===== config.mk =====
export PLATFORM = sky130hd
export DESIGN_NAME = sleepStateCtl
export DESIGN_NICKNAME = d
export VERILOG_FILES = /design/src/rtl/sleepPkg.sv /design/src/rtl/sleepDatapath.sv /design/src/rtl/sleepControl.sv /design/src/rtl/sleepPlaneDecode.sv /design/src/rtl/sleepStateCtl.sv
export SDC_FILE = /design/constraint.sdc
export NUM_CORES = 1
export LEC_CHECK = 0
export BUFFER_PORTS_ARGS = -buffer_cell sky130_fd_sc_hd__buf_2
export CORE_MARGIN = 4
export CORE_UTILIZATION = 55
export CTS_CLUSTER_SIZE = 25
export DETAILED_ROUTE_END_ITERATION = 8
export PLACE_DENSITY = 0.81
export SLEW_MARGIN = 20
export SYNTH_ARGS = -nofsm -noshare
export SYNTH_HDL_FRONTEND = slang
export SYNTH_HIERARCHICAL = 1
export SYNTH_SLANG_ARGS = --single-unit
export TNS_END_PERCENT = 10

===== constraint.sdc =====
create_clock -name clk -period 2.79 [get_ports clk]
set_input_delay 0.279 -clock clk [delete_from_list [all_inputs] [get_ports clk]]
set_output_delay 0.279 -clock clk [all_outputs]
set_load 0.05 [all_outputs]

===== src/rtl/sleepPkg.sv =====
package sleepPkg;

  typedef enum logic [2:0] {
    PS_S0 = 3'd0,
    PS_S1 = 3'd1,
    PS_S3 = 3'd3,
    PS_S4 = 3'd4,
    PS_S5 = 3'd5
  } pwrStateE;

  typedef enum logic [1:0] {
    MODE_RUN    = 2'd0,
    MODE_WARN   = 2'd1,
    MODE_ASLEEP = 2'd2
  } ctlModeE;

  // strobes from control into the datapath
  typedef struct packed {
    logic warnStart;
    logic warnRun;
  } ctlStrobeT;

endpackage


===== src/rtl/sleepDatapath.sv =====
module sleepDatapath
  import sleepPkg::*;
#(
  parameter int DEBOUNCE_TICKS = 524,
  parameter int OVERRIDE_TICKS = 131072,
  parameter int WARN_TICKS     = 32,
  parameter int SYNC_STAGES    = 2
) (
  input  logic      clk,
  input  logic      rstN,
  input  logic      pwrBtnN,
  input  logic      thermTripN,
  input  logic      batLowN,
  input  logic      ringN,
  input  logic      ringEnWr,
  input  logic      ringEnIn,
  input  ctlStrobeT strobe,
  output logic      pressEvt,
  output logic      overrideHit,
  output logic      tripActive,
  output logic      batLowActive,
  output logic      ringActive,
  output logic      ringEn,
  output logic      warnDone
);

  localparam int NUM_IN = 4;
  localparam int DBW = $clog2(DEBOUNCE_TICKS + 1);
  localparam int OVW = $clog2(OVERRIDE_TICKS + 1);
  localparam int WNW = $clog2(WARN_TICKS + 1);
  localparam logic [DBW-1:0] DB_LAST = DBW'(DEBOUNCE_TICKS - 1);
  localparam logic [OVW-1:0] OV_HIT  = OVW'(OVERRIDE_TICKS - 1);
  localparam logic [OVW-1:0] OV_MAX  = OVW'(OVERRIDE_TICKS);
  localparam logic [WNW-1:0] WN_LAST = WNW'(WARN_TICKS - 1);

  // bit 0 button, 1 trip, 2 battery low, 3 ring; all active high here
  logic [NUM_IN-1:0] rawActive;
  logic [NUM_IN-1:0] syncOut;
  assign rawActive = ~{ringN, batLowN, thermTripN, pwrBtnN};

  for (genvar i = 0; i < NUM_IN; i++) begin : gSync
    logic [SYNC_STAGES-1:0] stage;
    always_ff @(posedge clk or negedge rstN) begin
      if (!rstN) stage <= '0;
      else       stage <= {stage[SYNC_STAGES-2:0], rawActive[i]};
    end
    assign syncOut[i] = stage[SYNC_STAGES-1];
  end

  assign tripActive   = syncOut[1];
  assign batLowActive = syncOut[2];
  assign ringActive   = syncOut[3];

  // button debounce: level must differ for DEBOUNCE_TICKS ticks in a row
  logic           btnStable;
  logic           btnStablePrev;
  logic [DBW-1:0] dbCnt;

  always_ff @(posedge clk or negedge rstN) begin
    if (!rstN) begin
      btnStable     <= 1'b0;
      btnStablePrev <= 1'b0;
      dbCnt         <= '0;
    end else begin
      btnStablePrev <= btnStable;
      if (syncOut[0] == btnStable) begin
        dbCnt <= '0;
      end else if (dbCnt == DB_LAST) begin
        btnStable <= syncOut[0];
        dbCnt     <= '0;
      end else begin
        dbCnt <= dbCnt + 1'b1;
      end
    end
  end

  assign pressEvt = btnStable & ~btnStablePrev;

  // hold counter for the long-press override, cleared on release
  logic [OVW-1:0] ovCnt;

  always_ff @(posedge clk or negedge rstN) begin
    if (!rstN)                ovCnt <= '0;
    else if (!btnStable)      ovCnt <= '0;
    else if (ovCnt != OV_MAX) ovCnt <= ovCnt + 1'b1;
  end

  assign overrideHit = btnStable && (ovCnt == OV_HIT);

  // suspend-status lead time
  logic [WNW-1:0] wnCnt;

  always_ff @(posedge clk or negedge rstN) begin
    if (!rstN)                                   wnCnt <= '0;
    else if (strobe.warnStart)                   wnCnt <= '0;
    else if (strobe.warnRun && wnCnt != WN_LAST) wnCnt <= wnCnt + 1'b1;
  end

  assign warnDone = strobe.warnRun && (wnCnt == WN_LAST);

  // ring wake enable, cleared only by the always-on reset
  always_ff @(posedge clk or negedge rstN) begin
    if (!rstN)         ringEn <= 1'b0;
    else if (ringEnWr) ringEn <= ringEnIn;
  end

endmodule


===== src/rtl/sleepControl.sv =====
module sleepControl
  import sleepPkg::*;
(
  input  logic      clk,
  input  logic      rstN,
  input  logic      reqValid,
  input  logic [2:0] reqState,
  input  logic      pressEvt,
  input  logic      overrideHit,
  input  logic      tripActive,
  input  logic      batLowActive,
  input  logic      ringActive,
  input  logic      ringEn,
  input  logic      warnDone,
  output ctlStrobeT strobe,
  output pwrStateE  curState,
  output logic      susStatN,
  output logic      sleepReq
);

  ctlModeE  mode, modeNext;
  pwrStateE stateNext, target, targetNext;
  logic     btnOnly, btnOnlyNext;
  logic     reqPulse;
  logic     reqOk;
  logic     wakeSrc;

  assign reqOk   = reqState inside {3'd1, 3'd3, 3'd4, 3'd5};
  assign wakeSrc = pressEvt || (ringActive && ringEn && !btnOnly);

  always_comb begin
    modeNext         = mode;
    stateNext        = curState;
    targetNext       = target;
    btnOnlyNext      = btnOnly;
    reqPulse         = 1'b0;
    strobe.warnStart = 1'b0;
    strobe.warnRun   = (mode == MODE_WARN);
    if (tripActive) begin
      modeNext  = MODE_ASLEEP;
      stateNext = PS_S5;
    end else if (overrideHit) begin
      modeNext    = MODE_ASLEEP;
      stateNext   = PS_S5;
      btnOnlyNext = 1'b1;
    end else begin
      unique case (mode)
        MODE_RUN: begin
          if (reqValid && reqOk) begin
            modeNext         = MODE_WARN;
            targetNext       = pwrStateE'(reqState);
            strobe.warnStart = 1'b1;
          end else if (pressEvt) begin
            reqPulse = 1'b1;
          end
        end
        MODE_WARN: begin
          if (warnDone) begin
            modeNext  = MODE_ASLEEP;
            stateNext = target;
          end
        end
        MODE_ASLEEP: begin
          if (!batLowActive && wakeSrc) begin
            modeNext    = MODE_RUN;
            stateNext   = PS_S0;
            btnOnlyNext = 1'b0;
          end
        end
        default: modeNext = MODE_RUN;
      endcase
    end
  end

  always_ff @(posedge clk or negedge rstN) begin
    if (!rstN) begin
      mode     <= MODE_RUN;
      curState <= PS_S0;
      target   <= PS_S0;
      btnOnly  <= 1'b0;
      sleepReq <= 1'b0;
    end else begin
      mode     <= modeNext;
      curState <= stateNext;
      target   <= targetNext;
      btnOnly  <= btnOnlyNext;
      sleepReq <= reqPulse;
    end
  end

  assign susStatN = (mode == MODE_RUN);

endmodule


===== src/rtl/sleepPlaneDecode.sv =====
module sleepPlaneDecode
  import sleepPkg::*;
#(
  parameter int NUM_PLANES = 4
) (
  input  pwrStateE              curState,
  output logic [NUM_PLANES-1:0] slpN
);

  // depth at which each plane line goes low: S1, S3, S4, S5
  localparam logic [2:0] THRESH [NUM_PLANES] = '{3'd1, 3'd3, 3'd4, 3'd5};

  for (genvar i = 0; i < NUM_PLANES; i++) begin : gPlane
    assign slpN[i] = !(3'(curState) >= THRESH[i]);
  end

endmodule


===== src/rtl/sleepStateCtl.sv =====
module sleepStateCtl
  import sleepPkg::*;
#(
  parameter int DEBOUNCE_TICKS = 524,
  parameter int OVERRIDE_TICKS = 131072,
  parameter int WARN_TICKS     = 32,
  parameter int SYNC_STAGES    = 2
) (
  input  logic       clk,
  input  logic       rstN,
  input  logic       reqValid,
  input  logic [2:0] reqState,
  input  logic       ringEnWr,
  input  logic       ringEnIn,
  input  logic       pwrBtnN,
  input  logic       thermTripN,
  input  logic       batLowN,
  input  logic       ringN,
  output logic       slpS1N,
  output logic       slpS3N,
  output logic       slpS4N,
  output logic       slpS5N,
  output logic       susStatN,
  output logic       sleepReq,
  output logic [2:0] pwrState
);

  ctlStrobeT strobe;
  pwrStateE  curState;
  logic      pressEvt, overrideHit, tripActive, batLowActive;
  logic      ringActive, ringEn, warnDone;
  logic [3:0] slpN;

  sleepDatapath #(
    .DEBOUNCE_TICKS(DEBOUNCE_TICKS),
    .OVERRIDE_TICKS(OVERRIDE_TICKS),
    .WARN_TICKS    (WARN_TICKS),
    .SYNC_STAGES   (SYNC_STAGES)
  ) uDp (
    .clk         (clk),
    .rstN        (rstN),
    .pwrBtnN     (pwrBtnN),
    .thermTripN  (thermTripN),
    .batLowN     (batLowN),
    .ringN       (ringN),
    .ringEnWr    (ringEnWr),
    .ringEnIn    (ringEnIn),
    .strobe      (strobe),
    .pressEvt    (pressEvt),
    .overrideHit (overrideHit),
    .tripActive  (tripActive),
    .batLowActive(batLowActive),
    .ringActive  (ringActive),
    .ringEn      (ringEn),
    .warnDone    (warnDone)
  );

  sleepControl uCtl (
    .clk         (clk),
    .rstN        (rstN),
    .reqValid    (reqValid),
    .reqState    (reqState),
    .pressEvt    (pressEvt),
    .overrideHit (overrideHit),
    .tripActive  (tripActive),
    .batLowActive(batLowActive),
    .ringActive  (ringActive),
    .ringEn      (ringEn),
    .warnDone    (warnDone),
    .strobe      (strobe),
    .curState    (curState),
    .susStatN    (susStatN),
    .sleepReq    (sleepReq)
  );

  sleepPlaneDecode #(.NUM_PLANES(4)) uDec (
    .curState(curState),
    .slpN    (slpN)
  );

  assign slpS1N   = slpN[0];
  assign slpS3N   = slpN[1];
  assign slpS4N   = slpN[2];
  assign slpS5N   = slpN[3];
  assign pwrState = 3'(curState);

endmodule


* Word level (Yosys, flattened, before mapping)
Cells that the tools add are included.
Widths: inputs -> output; s select.
** Word-level totals
- Register bits after elaboration :: 55
- Input bits :: 12
- Output and inout port bits :: 9
- Logic and storage cells :: 98
** Cells by class
- Add/subtract/negate cells :: 3
- Magnitude comparators :: 4
- Equal/unequal tests :: 16
- Multiplexer cells :: 29
- Bitwise gates (word level) :: 6
- Reduce and logical (&&, ||, !) cells :: 25
** Operator list (number)
- $mux 18 :: 2
- $mux 10 :: 2
- $add 18x1->18 const B :: 1
- $eq 18x17->1 const B :: 1
- $ne 18x18->1 const B :: 1
- $mux 1 :: 12
- $mux 3 :: 4
- $mux 6 :: 2
- $add 10x1->10 const B :: 1
- $eq 10x10->1 const B :: 1
- $mux 2 :: 5
- $reduce_and 3->1 :: 3
- $ne 4x3->1 const B :: 2
- $reduce_bool 4->1 :: 2
- $logic_and 1x1->1 :: 7
- $add 6x1->6 const B :: 1
- $eq 3x3->1 const B :: 2
- $eq 6x5->1 const B :: 1
- $ge 3x3->1 const B :: 2
- $logic_not 1->1 :: 6
- $ne 6x5->1 const B :: 1
- $pmux 2 s3 :: 1
- $pmux 3 s2 :: 1
- $reduce_bool 2->1 :: 3
- other kinds (16) :: 19

* Longest topological paths before layout
Gate-level depths: netlist of run 1.
- Depth in word-level cells :: 8
- Mapped depth :: 9
- Mapped depth without buffers :: 9

* Hierarchy
The synthesis of run 1 kept the hierarchy.
** By module, submodules not included
- sleepDatapath :: times used 1, cells each 203, area an instance 2070.7 um^2, seq. area each 1126.1 um^2
- sleepControl :: times used 1, cells each 46, area an instance 506.7 um^2, seq. area each 250.2 um^2
- sleepPlaneDecode :: times used 1, cells each 4, area an instance 23.8 um^2, seq. area each 0.0 um^2

* Least setup slack after synthesis of run 1
OpenSTA, ideal clock, no wires.
- Path kind :: register -> register
- Start point :: register uDp.ovCnt[0]
- End point :: register uCtl.target[0]
- Library setup time :: 128 ps
- Data arrival time :: 2237 ps
- Data required time :: 2662 ps
- Path slack :: 426 ps
- Stages on the path, launching flop included :: 9
- Buffers on the path :: 0
- Period minus slack after synthesis :: 2364 ps
- Cells stage by stage :: dfrtp_1 -> ha_1 -> nand4_1 -> nor3_1 -> nand2_1 -> nor4_1 -> nor4_4 -> o2111ai_2 -> mux2_1
** On the way
- Word-level cells in the longest chain between the ends :: 4
** Ends and longest elaborated chain
- start, declared :: RTL line sleepDatapath.sv:80 : logic [OVW-1:0] ovCnt;
- start signal, assigned :: RTL line sleepDatapath.sv:85 : else if (ovCnt != OV_MAX) ovCnt <= ovCnt + 1'b1;
- $eq 18x17->1 :: RTL line sleepDatapath.sv:88 : assign overrideHit = btnStable && (ovCnt == OV_HIT);
- $logic_and 1x1->1 :: RTL line sleepDatapath.sv:88
- net overrideHit :: RTL line sleepStateCtl.sv:30 : logic pressEvt, overrideHit, tripActive, batLowActive;
- $not 1->1 (no source line)
- $reduce_and 4->1 (no source line)
- end signal, assigned :: RTL line sleepControl.sv:85 : target <= targetNext;
- end, declared :: RTL line sleepControl.sv:22 : pwrStateE stateNext, target, targetNext;
The timed path passes the listed nets, and every way through them passes these cells.
A chain may end at the register's enable or synchronous reset.

* Worst setup path after layout of run 1
- Start point :: register uDp.ovCnt[1]
- End point :: register uCtl.target[0]
The elaborated chain is that of the path after synthesis.

==> flow_metrics.py, run 1 <==
metrics = {
    "sta": {
        "tightest_slew_ns": 0.507,
        "slew_viol_final": 0,
        "setup_tns_ns": 0,
        "finalSetupViolCount": 0,
        "holdWs_ns": 0.105,
        "fmax_ghz": 0.446,
        "skew_ns": 0.00819,
        "post-route-period-util_pct": 80.4,
        "period_needed_ns": 2.24,
        "slew_headroom_pct": 66.1,
        "rsz0062_at_grt": "false",
        "hold_viol": 0,
    },
    "setup_path": {
        "cp_data_required_time_ns": 2.99,
        "path_buf_inv": 1,
        "cp-start-kind": "flop",
        "cp-end-kind": "flop",
        "cp_max_fo": 5,
        "crit_family": "simple AND/OR/NAND/NOR gates",
        "crit_path_top_delay_cell": "dfrtp_1",
        "path_cells": "ha_1, nand4_1, nor3_1, nand2_1, nor4_1, buf_4, nor4_4, o2111ai_2, mux2_1",
        "critPathMaxStageDelay_ns": 0.41,
        "timing.rr.end": "uCtl/target[0]",
        "path_class": "flop to flop",
        "reg2reg_depth": 9,
        "reg2reg_slack_ns": 0.55,
        "r2r_start": "uDp/ovCnt[1]",
        "crit_arrival_ns": 2.44,
    },
    "cells_and_area": {
        "nNetsFinal": 298,
        "diodes": 0,
        "area_growth_pct": 11.8,
        "fillCellCount": 367,
        "regArea_um2": 1380,
        "multi_input_area_um2": 1150,
        "drive_above_1_share_pct": 14.8,
    },
    "power_and_ir_drop": {
        "leakage_nw": 1.27,
        "power_density_nw_per_um2": 516,
        "ir_worst_vdd_uv": 228,
    },
    "yosys": {
        "synthMuxAreaShare_pct": 2.93,
        "synth_area_leader_cell": "dfrtp_1",
        "yosysSeqAreaShare_pct": 52.9,
        "synth_compound_area_share_pct": 7.94,
        "synth-simple-area-share_pct": 23.5,
        "synth.distinct_cells": 41,
        "synthArstFlopShare_pct": 100,
        "synth_top_family_by_area": "simple AND/OR/NAND/NOR gates",
        "ys_top_cells_by_area": "dfrtp_1 (53%), nor2_1 (5.2%), xor2_1 (4.4%), xnor2_1 (3.7%), inv_1 (2.3%)",
        "synth_ff_type": "dfrtp_1",
        "synth_seq_cells": 55,
        "synth_cells": 253,
        "synth.cell_area_um2": 2600,
        "synth-adder-area-share_pct": 1.92,
        "synth_commonest_cells": "dfrtp_1 (55), nor2_1 (36), inv_1 (16)",
        "synth_nets": 269,
        "synth_xor_area_share_pct": 8.08,
        "ys_warn_count": 6,
        "synth_most_common_cell": "dfrtp_1",
        "synth_edf_count": 0,
        "syn_avg_cell_area_um2": 10.3,
        "yosysTopAreaCellShare_pct": 52.9,
    },
    "grt": {
        "grt_pass1_vias": 1820,
        "antenna_found_initial": 0,
        "grt_max_degree": 40,
        "grt-ovfl-total": 0,
        "grt_pass1_wl_um": 8080,
        "grt_use_total_pct": 16.7,
    },
    "clock_tree": {
        "clock_sink_count": 55,
        "htreeDepth": 2,
        "root_buffer": "clkbuf_8",
        "path_clk_slew_ns": 0.10,
        "cts_made_buffers": 5,
        "postCtsSetupRepairBufs": 0,
        "hold_buffers": 1,
        "cts_max_path_buffers": 2,
        "post_cts_resized": 0,
        "cts_tree": "built",
        "clk_latency_ns": 0.30,
    },
    "hold_path": {
        "hold_path_end": "uDp/gSync[0].stage[0]",
        "hold_class": "input pin to flop",
        "hp-start": "pwrBtnN",
        "whs_path_depth": 2,
    },
    "routing": {
        "viasPerCell": 5.61,
        "drt-total-wl_um": 4520,
        "avgRoutedWirePerCell_um": 13.5,
        "remaining_drc_errors": 0,
        "drt-initial-drc-count": 133,
        "vias": 1880,
        "ant_nets": 0,
        "first_pass_iters": 4,
    },
    "status": {
        "run_status": "finished clean",
    },
    "floorplan": {
        "start_util_pct": 58.1,
        "core_area_um2": 4470,
        "rows": 24,
        "ios": 21,
        "dieArea_um2": 5890,
        "die_x_um": 76.8,
        "die_h_um": 76.8,
    },
    "placement": {
        "hpwlAfterDp_um": 3230,
        "io_buffer_count": 20,
        "globalplace.congestion": 0.856,
    },
    "job": {
        "max_cap_viol_count": 0,
    },
}
routing by layer:
layer	track usage, %	vias to the layer above	wire length (um)
met4	6.52	0	51
met5	0	-	0
met2	28.2	32	2160
met1	20.4	895	2110
li1	-	947	-
met3	4.45	6	203
placed cells by master (no fill, tap or decap), drive strengths merged:
cell type,n
a2111oi,2
a21oi,9
and2,2
and3,4
and3b,1
and4,3
buf,23
bufinv,1
clkbuf,6
clkinv,2
dfrtp,55
dlygate4sd3,1
ha,4
inv,16
mux2,5
mux2i,2
nand2,15
nand2b,2
nand3,11
nand3b,4
nand4,10
nor2,36
nor3,7
nor4,8
nor4b,2
o2111ai,2
o211ai,6
o21ai,9
o311ai,1
o31ai,2
or2,2
or3,4
or4,2
xnor2,11
xor2,13
worst max-delay path by stage:
| stage | startpoint | cells after the start | to |
|---|---|---|---|
| after global routing | uDp/ovCnt[1] | 9 | uCtl/target[2] |
| after floorplan | uDp/ovCnt[0] | 8 | uCtl/target[0] |
| after global placement | uDp/ovCnt[0] | 9 | uCtl/target[0] |
| after CTS | uDp/ovCnt[1] | 9 | uCtl/target[0] |
| after detailed placement | uDp/ovCnt[1] | 9 | uCtl/target[0] |
| final | uDp/ovCnt[1] | 9 | uCtl/target[0] |
per-stage QoR:
| step | instance area, um2 | setup slack, ns | utilization (%) | cells | power [mW] |
|---|---|---|---|---|---|
| 6_report | 2910 | 0.548 | 65.0 | 335 | 1.50 |
| 5_1_grt | 2910 | 0.176 | 65.0 | 335 | 1.58 |
| 4_1_cts | 2910 | 0.548 | 65.0 | 335 | 1.53 |
| 3_5_place_dp | 2780 | 0.557 | 62.2 | 326 | 0.983 |
| 3_3_place_gp | 2780 | 0.567 | 62.2 | 326 | 0.978 |
| 2_1_floorplan | 2600 | 0.426 | - | 253 | 0.936 |
worst reg2reg max path, stage by stage (launching register included):
cell       delay, ns
dfrtp_1         0.41
ha_1            0.24
nand4_1         0.16
nor3_1          0.31
nand2_1         0.09
nor4_1          0.23
buf_4           0.19
nor4_4          0.05
o2111ai_2       0.11
mux2_1          0.35
power breakdown:
group          internal [mW]  switching [mW]  total [mW]  leakage [nW]
registers              0.831          0.0283       0.860         0.725
logic                 0.0392          0.0666       0.106         0.486
clock network          0.291           0.245       0.536        0.0612
total                   1.16           0.340        1.50          1.27
sequential cells by signal (all words and copies together) (netlist names), 2 cells and up:
signal           count
uCtl/curState        3
uCtl/mode            2
uCtl/target          3
uDp/dbCnt           10
uDp/gSync.stage      8
uDp/ovCnt           18
uDp/wnCnt            6
cell families (layout without fill, tap and decap cells):
| kind of cell | count (synthesis) | after routing |
|---|---|---|
| fa+ha+maj | 4 | 4 |
| simple gates | 113 | 113 |
| mux | 7 | 7 |
| compound gates | 31 | 31 |
| buf+inv | 19 | 49 |
| xor+xnor | 24 | 24 |
| flops | 55 | 55 |
final cells by class:
type,count,area share [%]
clock buffers,6,2.84
clock inverters,2,1.20
inverters,17,2.19
multi-input cells,179,39.7
flip-flops and latches,55,47.3
well taps,52,2.24
repair buffers,24,4.56
(Power assumes the default switching activity.)
==> inputs of run 2 (changes only) <==
clock period = 2.2 ns   (was 2.79 ns; I/O delays follow)
==> run 2 against run 1 <==
Compared with the run above: cell count increased by 2.1%; count of clock-buffer cells in the layout up 2; critical endpoint unchanged; setup slack got worse by 0.44 ns; worst hold slack got worse by 0.072 ns; clock power up 9.0%; die area did not move; largest cell class unchanged.
==> flow_metrics.py, run 2 (synthesized netlist as in run 1, its figures left out) <==
metrics = {
    "clock_tree": {
        "postCtsSetupRepairBufs": 0,
        "cts_max_path_buffers": 2,
        "path_clk_slew_ns": 0.09,
        "cts_tree": "built",
        "hold_buffers": 0,
        "clk_latency_ns": 0.29,
        "htreeDepth": 2,
        "root_buffer": "clkbuf_8",
        "cts_made_buffers": 5,
        "clock_sink_count": 55,
    },
    "floorplan": {
        "ios": 21,
        "die_h_um": 76.8,
        "core_area_um2": 4470,
        "die_x_um": 76.8,
        "dieArea_um2": 5890,
        "rows": 24,
        "start_util_pct": 58.1,
    },
    "cells_and_area": {
        "layout_common_cells": "dfrtp_1 (55), nor2_1 (36), buf_2 (20)",
        "diodes": 0,
        "mostFrequentLayoutCell": "dfrtp_1",
        "area_growth_pct": 13.9,
        "drive_above_1_share_pct": 17.6,
        "nNetsFinal": 305,
        "stdcell_count": 342,
        "largest_reg_flops": 18,
        "top_register": "uDp/ovCnt",
        "top_regs": "uDp/ovCnt x18, uDp/dbCnt x10, uDp/gSync.stage x8",
    },
    "setup_path": {
        "crit_path_top_delay_cell": "dfrtp_1",
        "cp-end-kind": "flop",
        "cp-start-kind": "flop",
        "reg2reg_slack_ns": 0.11,
        "path_cells": "ha_1, nand4_1, nor3_2, nand2_1, nor4_4, nor4_4, o2111ai_2, mux2_1",
        "crit_family": "simple AND/OR/NAND/NOR gates",
        "cp_data_required_time_ns": 2.38,
        "crit_top_cell": "nor4_4",
        "cp_max_fo": 4,
        "path_class": "flop to flop",
        "path_buf_inv": 0,
        "crit_arrival_ns": 2.27,
        "critPathMaxStageDelay_ns": 0.36,
    },
    "placement": {
        "globalplace.congestion": 0.868,
        "hpwlAfterDp_um": 3480,
        "dp_cells": 334,
        "io_buffer_count": 20,
    },
    "routing": {
        "remaining_drc_errors": 0,
        "ant_nets": 0,
        "drt-initial-drc-count": 111,
        "drt-total-wl_um": 4640,
        "first_pass_iters": 4,
        "avgRoutedWirePerCell_um": 13.6,
        "viasPerCell": 5.62,
        "vias": 1922,
    },
    "grt": {
        "grt_max_degree": 56,
        "grt_use_total_pct": 16.8,
        "grt-ovfl-total": 0,
        "grt_pass1_vias": 1866,
        "antenna_found_initial": 0,
        "grt_pass1_wl_um": 8310,
    },
    "sta": {
        "skew_ns": 0.00388,
        "period_needed_ns": 2.09,
        "tightest_slew_ns": 0.663,
        "slew_headroom_pct": 55.8,
        "slew_viol_final": 0,
        "holdWs_ns": 0.0334,
        "post-route-period-util_pct": 95.0,
        "finalSetupViolCount": 0,
        "fmax_ghz": 0.478,
        "rsz0062_at_grt": "true",
        "hold_viol": 0,
    },
    "job": {
        "max_cap_viol_count": 0,
    },
    "power_and_ir_drop": {
        "power_density_nw_per_um2": 611,
        "leakage_nw": 1.30,
        "ir_worst_vdd_uv": 551,
    },
    "hold_path": {
        "hold_class": "input pin to asynchronous set/reset pin",
    },
    "status": {
        "run_status": "finished clean",
    },
}
-- run 2: cell type report --
class	count	area (um2)
multi-input combinational	179	1170
tap	52	65.1
timing repair buffer	31	183
inverter	17	63.8
clock buffer	8	100
sequential	55	1380
fill	335	1510
-- run 2: per-stage QoR --
step | TNS [ns] | area [um2] | utilization [%] | power (mW) | setup WS [ns]
floorplan | 0 | 2610 | - | 1.19 | 0.0148
global placement | 0 | 2850 | 63.6 | 1.24 | 0.0659
detailed placement | -0.244 | 2850 | 63.6 | 1.25 | -0.0809
CTS | 0 | 2960 | 66.2 | 1.84 | 0.0649
global route | -0.215 | 2960 | 66.2 | 1.91 | -0.0610
finish | 0 | 2960 | 66.2 | 1.81 | 0.109
-- run 2: worst paths after layout --
kind,start,end,cells past startpoint
min,rstN,uDp/dbCnt[7],2
max,uDp/ovCnt[0],uCtl/target[0],8
min reg2reg,uDp/gSync[3].stage[0],uDp/gSync[3].stage[1],0
max reg2reg,uDp/ovCnt[0],uCtl/target[0],8
min in group clk,ringN,uDp/gSync[3].stage[0],2
max in group asynchronous,rstN,uCtl/target[2],2
-- run 2: power by group --
| group | internal (mW) | switching, mW |
|---|---|---|
| combinational | 0.0488 | 0.0859 |
| sequential | 1.05 | 0.0357 |
| clock | 0.288 | 0.296 |
-- run 2: what timing repair did --
item,4_1_cts,5_1_grt
gates resized for setup,2,0
pin swaps,0,1
hold endpoints to repair,0,0
endpoints found under the setup margin,9,9
cloned,0,0
-- run 2: per-layer routing --
metal	vias up	global-route usage (%)	part of all wire, %
li1	962	-	-
met1	928	22.8	47
met2	30	28.4	49
met3	2	3.40	3.8
met4	0	2.90	0.17
met5	-	0	0
-- run 2: worst reg2reg max path, cell delays in order, from the launching register on --
cell and delay (ns):
dfrtp_1 0.36, ha_1 0.18, nand4_1 0.19, nor3_2 0.26
nand2_1 0.12, nor4_4 0.31, nor4_4 0.09, o2111ai_2 0.12
mux2_1 0.35
==> inputs of run 3 (changes only) <==
CORE_UTILIZATION = 45   (was 55)
PLACE_DENSITY = 0.7   (was 0.81)
==> run 3 against run 2 <==
Compared with the run above: wire length up 5.3%; critical path depth unchanged; utilization shrank 11 points; sequential share of layout area shrank 1.2 points; worst hold slack better by 0.0036 ns; total power rose by 11%; final area rose by 2.7%; setup slack improved by 0.025 ns; critical endpoint is now uCtl/target[2]; highest routed layer unchanged.
==> flow_metrics.py, run 3 (synthesized netlist as in run 1, its figures left out) <==
metrics = {
    "grt": {
        "grt_use_total_pct": 15.0,
        "grt_pass1_wl_um": 8570,
        "grt_pass1_vias": 1925,
        "antenna_found_initial": 0,
        "grt_max_degree": 25,
        "grt-ovfl-total": 0,
    },
    "placement": {
        "dp_cells": 355,
        "io_buffer_count": 20,
        "hpwlAfterDp_um": 3660,
        "globalplace.congestion": 0.842,
    },
    "cells_and_area": {
        "layout_common_cells": "dfrtp_1 (55), nor2_1 (36), buf_2 (20)",
        "top_regs": "uDp/ovCnt x18, uDp/dbCnt x10, uDp/gSync.stage x8",
        "largest_reg_flops": 18,
        "fin_util_pct": 54.9,
        "regArea_um2": 1380,
        "diodes": 0,
        "fillCellCount": 515,
        "stdcell_count": 364,
        "multi_input_area_um2": 1170,
        "mostFrequentLayoutCell": "dfrtp_1",
        "drive_above_1_share_pct": 18.2,
        "nNetsFinal": 307,
        "top_register": "uDp/ovCnt",
        "area_growth_pct": 16.9,
    },
    "sta": {
        "rsz0062_at_grt": "false",
        "hold_viol": 0,
        "post-route-period-util_pct": 93.9,
        "tightest_slew_ns": 0.485,
        "slew_headroom_pct": 67.6,
        "fmax_ghz": 0.484,
        "skew_ns": 0.00771,
        "period_needed_ns": 2.07,
        "holdWs_ns": 0.0371,
        "slew_viol_final": 0,
        "setup_tns_ns": 0,
        "finalSetupViolCount": 0,
    },
    "setup_path": {
        "cp-start-kind": "flop",
        "crit_arrival_ns": 2.26,
        "path_class": "flop to flop",
        "cp-end-kind": "flop",
        "reg2reg_depth": 8,
        "cp_data_required_time_ns": 2.39,
        "cp_max_fo": 4,
    },
    "power_and_ir_drop": {
        "ir_worst_vdd_uv": 391,
        "total_power_mw": 2.01,
        "power_density_nw_per_um2": 660,
        "leakage_nw": 1.32,
    },
    "floorplan": {
        "start_util_pct": 47.0,
        "core_area_um2": 5540,
        "dieArea_um2": 7060,
        "die_h_um": 84.0,
        "die_x_um": 84.0,
        "ios": 21,
        "rows": 27,
    },
    "routing": {
        "drt-total-wl_um": 4880,
        "ant_nets": 0,
        "drt-initial-drc-count": 141,
        "vias": 1971,
        "remaining_drc_errors": 0,
        "avgRoutedWirePerCell_um": 13.4,
        "first_pass_iters": 4,
        "viasPerCell": 5.41,
    },
    "clock_tree": {
        "path_clk_slew_ns": 0.10,
        "root_buffer": "clkbuf_8",
        "cts_made_buffers": 5,
        "cts_tree": "built",
        "htreeDepth": 2,
        "clock_sink_count": 55,
        "cts_max_path_buffers": 2,
        "clk_latency_ns": 0.31,
    },
    "hold_path": {
        "whs_path_depth": 2,
        "hold_class": "input pin to flop",
    },
    "status": {
        "run_status": "finished clean",
    },
    "job": {
        "max_cap_viol_count": 0,
    },
}
[run 3: cell types whose count changed in the layout (fill, tap and decap cells not counted)]
cell,change
clkinvlp_4,+1
bufinv_16,+2
dlygate4sd3_1,+1
clkbuf_8,-2
buf_4,+1
clkbuf_1,-1
[run 3: report_power, final]
part | switching (mW) | internal, mW | total [mW]
logic | 0.0874 | 0.0510 | 0.138
registers | 0.0351 | 1.05 | 1.09
clock network | 0.325 | 0.454 | 0.778
total | 0.447 | 1.56 | 2.01
[run 3: metrics by stage]
stage	setup WS (ns)	instance area, um2
floorplan	0.0148	2610
global placement	0.0654	2880
detailed placement	0.0218	2880
CTS	0.0471	3040
global route	0.0232	3040
finish	0.134	3040
[run 3: final timing paths]
check | from | end | slack [ns]
worst max-delay path | uDp/ovCnt[0] | uCtl/target[2] | 0.13
worst min-delay path | pwrBtnN | uDp/gSync[0].stage[0] | 0.04
worst max register to register | uDp/ovCnt[0] | uCtl/target[2] | 0.13
worst min register to register | uDp/gSync[0].stage[0] | uDp/gSync[0].stage[1] | 0.36
max in group asynchronous | rstN | uDp/ovCnt[14] | 1.20
min in group asynchronous | rstN | uDp/wnCnt[0] | 0.36
[run 3: area by class of cell]
class                      count  area share [%]
clock buffer                   5            2.26
clock inverter                 3            2.22
inverter                      17            2.10
multi-input combinational    179            38.6
sequential                    55            45.3
tap                           72            2.96
timing repair buffer          33            6.58
[run 3: critical path: stages (launching register included)]
cell	delay, ns
dfrtp_1	0.37
ha_1	0.18
nand4_1	0.16
nor3_2	0.26
nand2_1	0.12
nor4_4	0.30
nor4_4	0.09
o2111ai_2	0.11
mux2_1	0.36
[run 3: repair_timing]
action,4_1_cts,5_1_grt
endpoints found under the setup margin,2,2
gates resized for setup,1,1
hold buffers,1,0
setup buffers,0,0
endpoints found under the hold margin,15,0
[run 3: per-layer routing]
metal,share of wire [%],vias to the layer above,GRT usage [%]
met2,51,37,25.8
met3,4.2,5,3.65
li1,-,965,-
met4,1.4,0,4.82
met5,0,-,0
met1,44,964,18.4
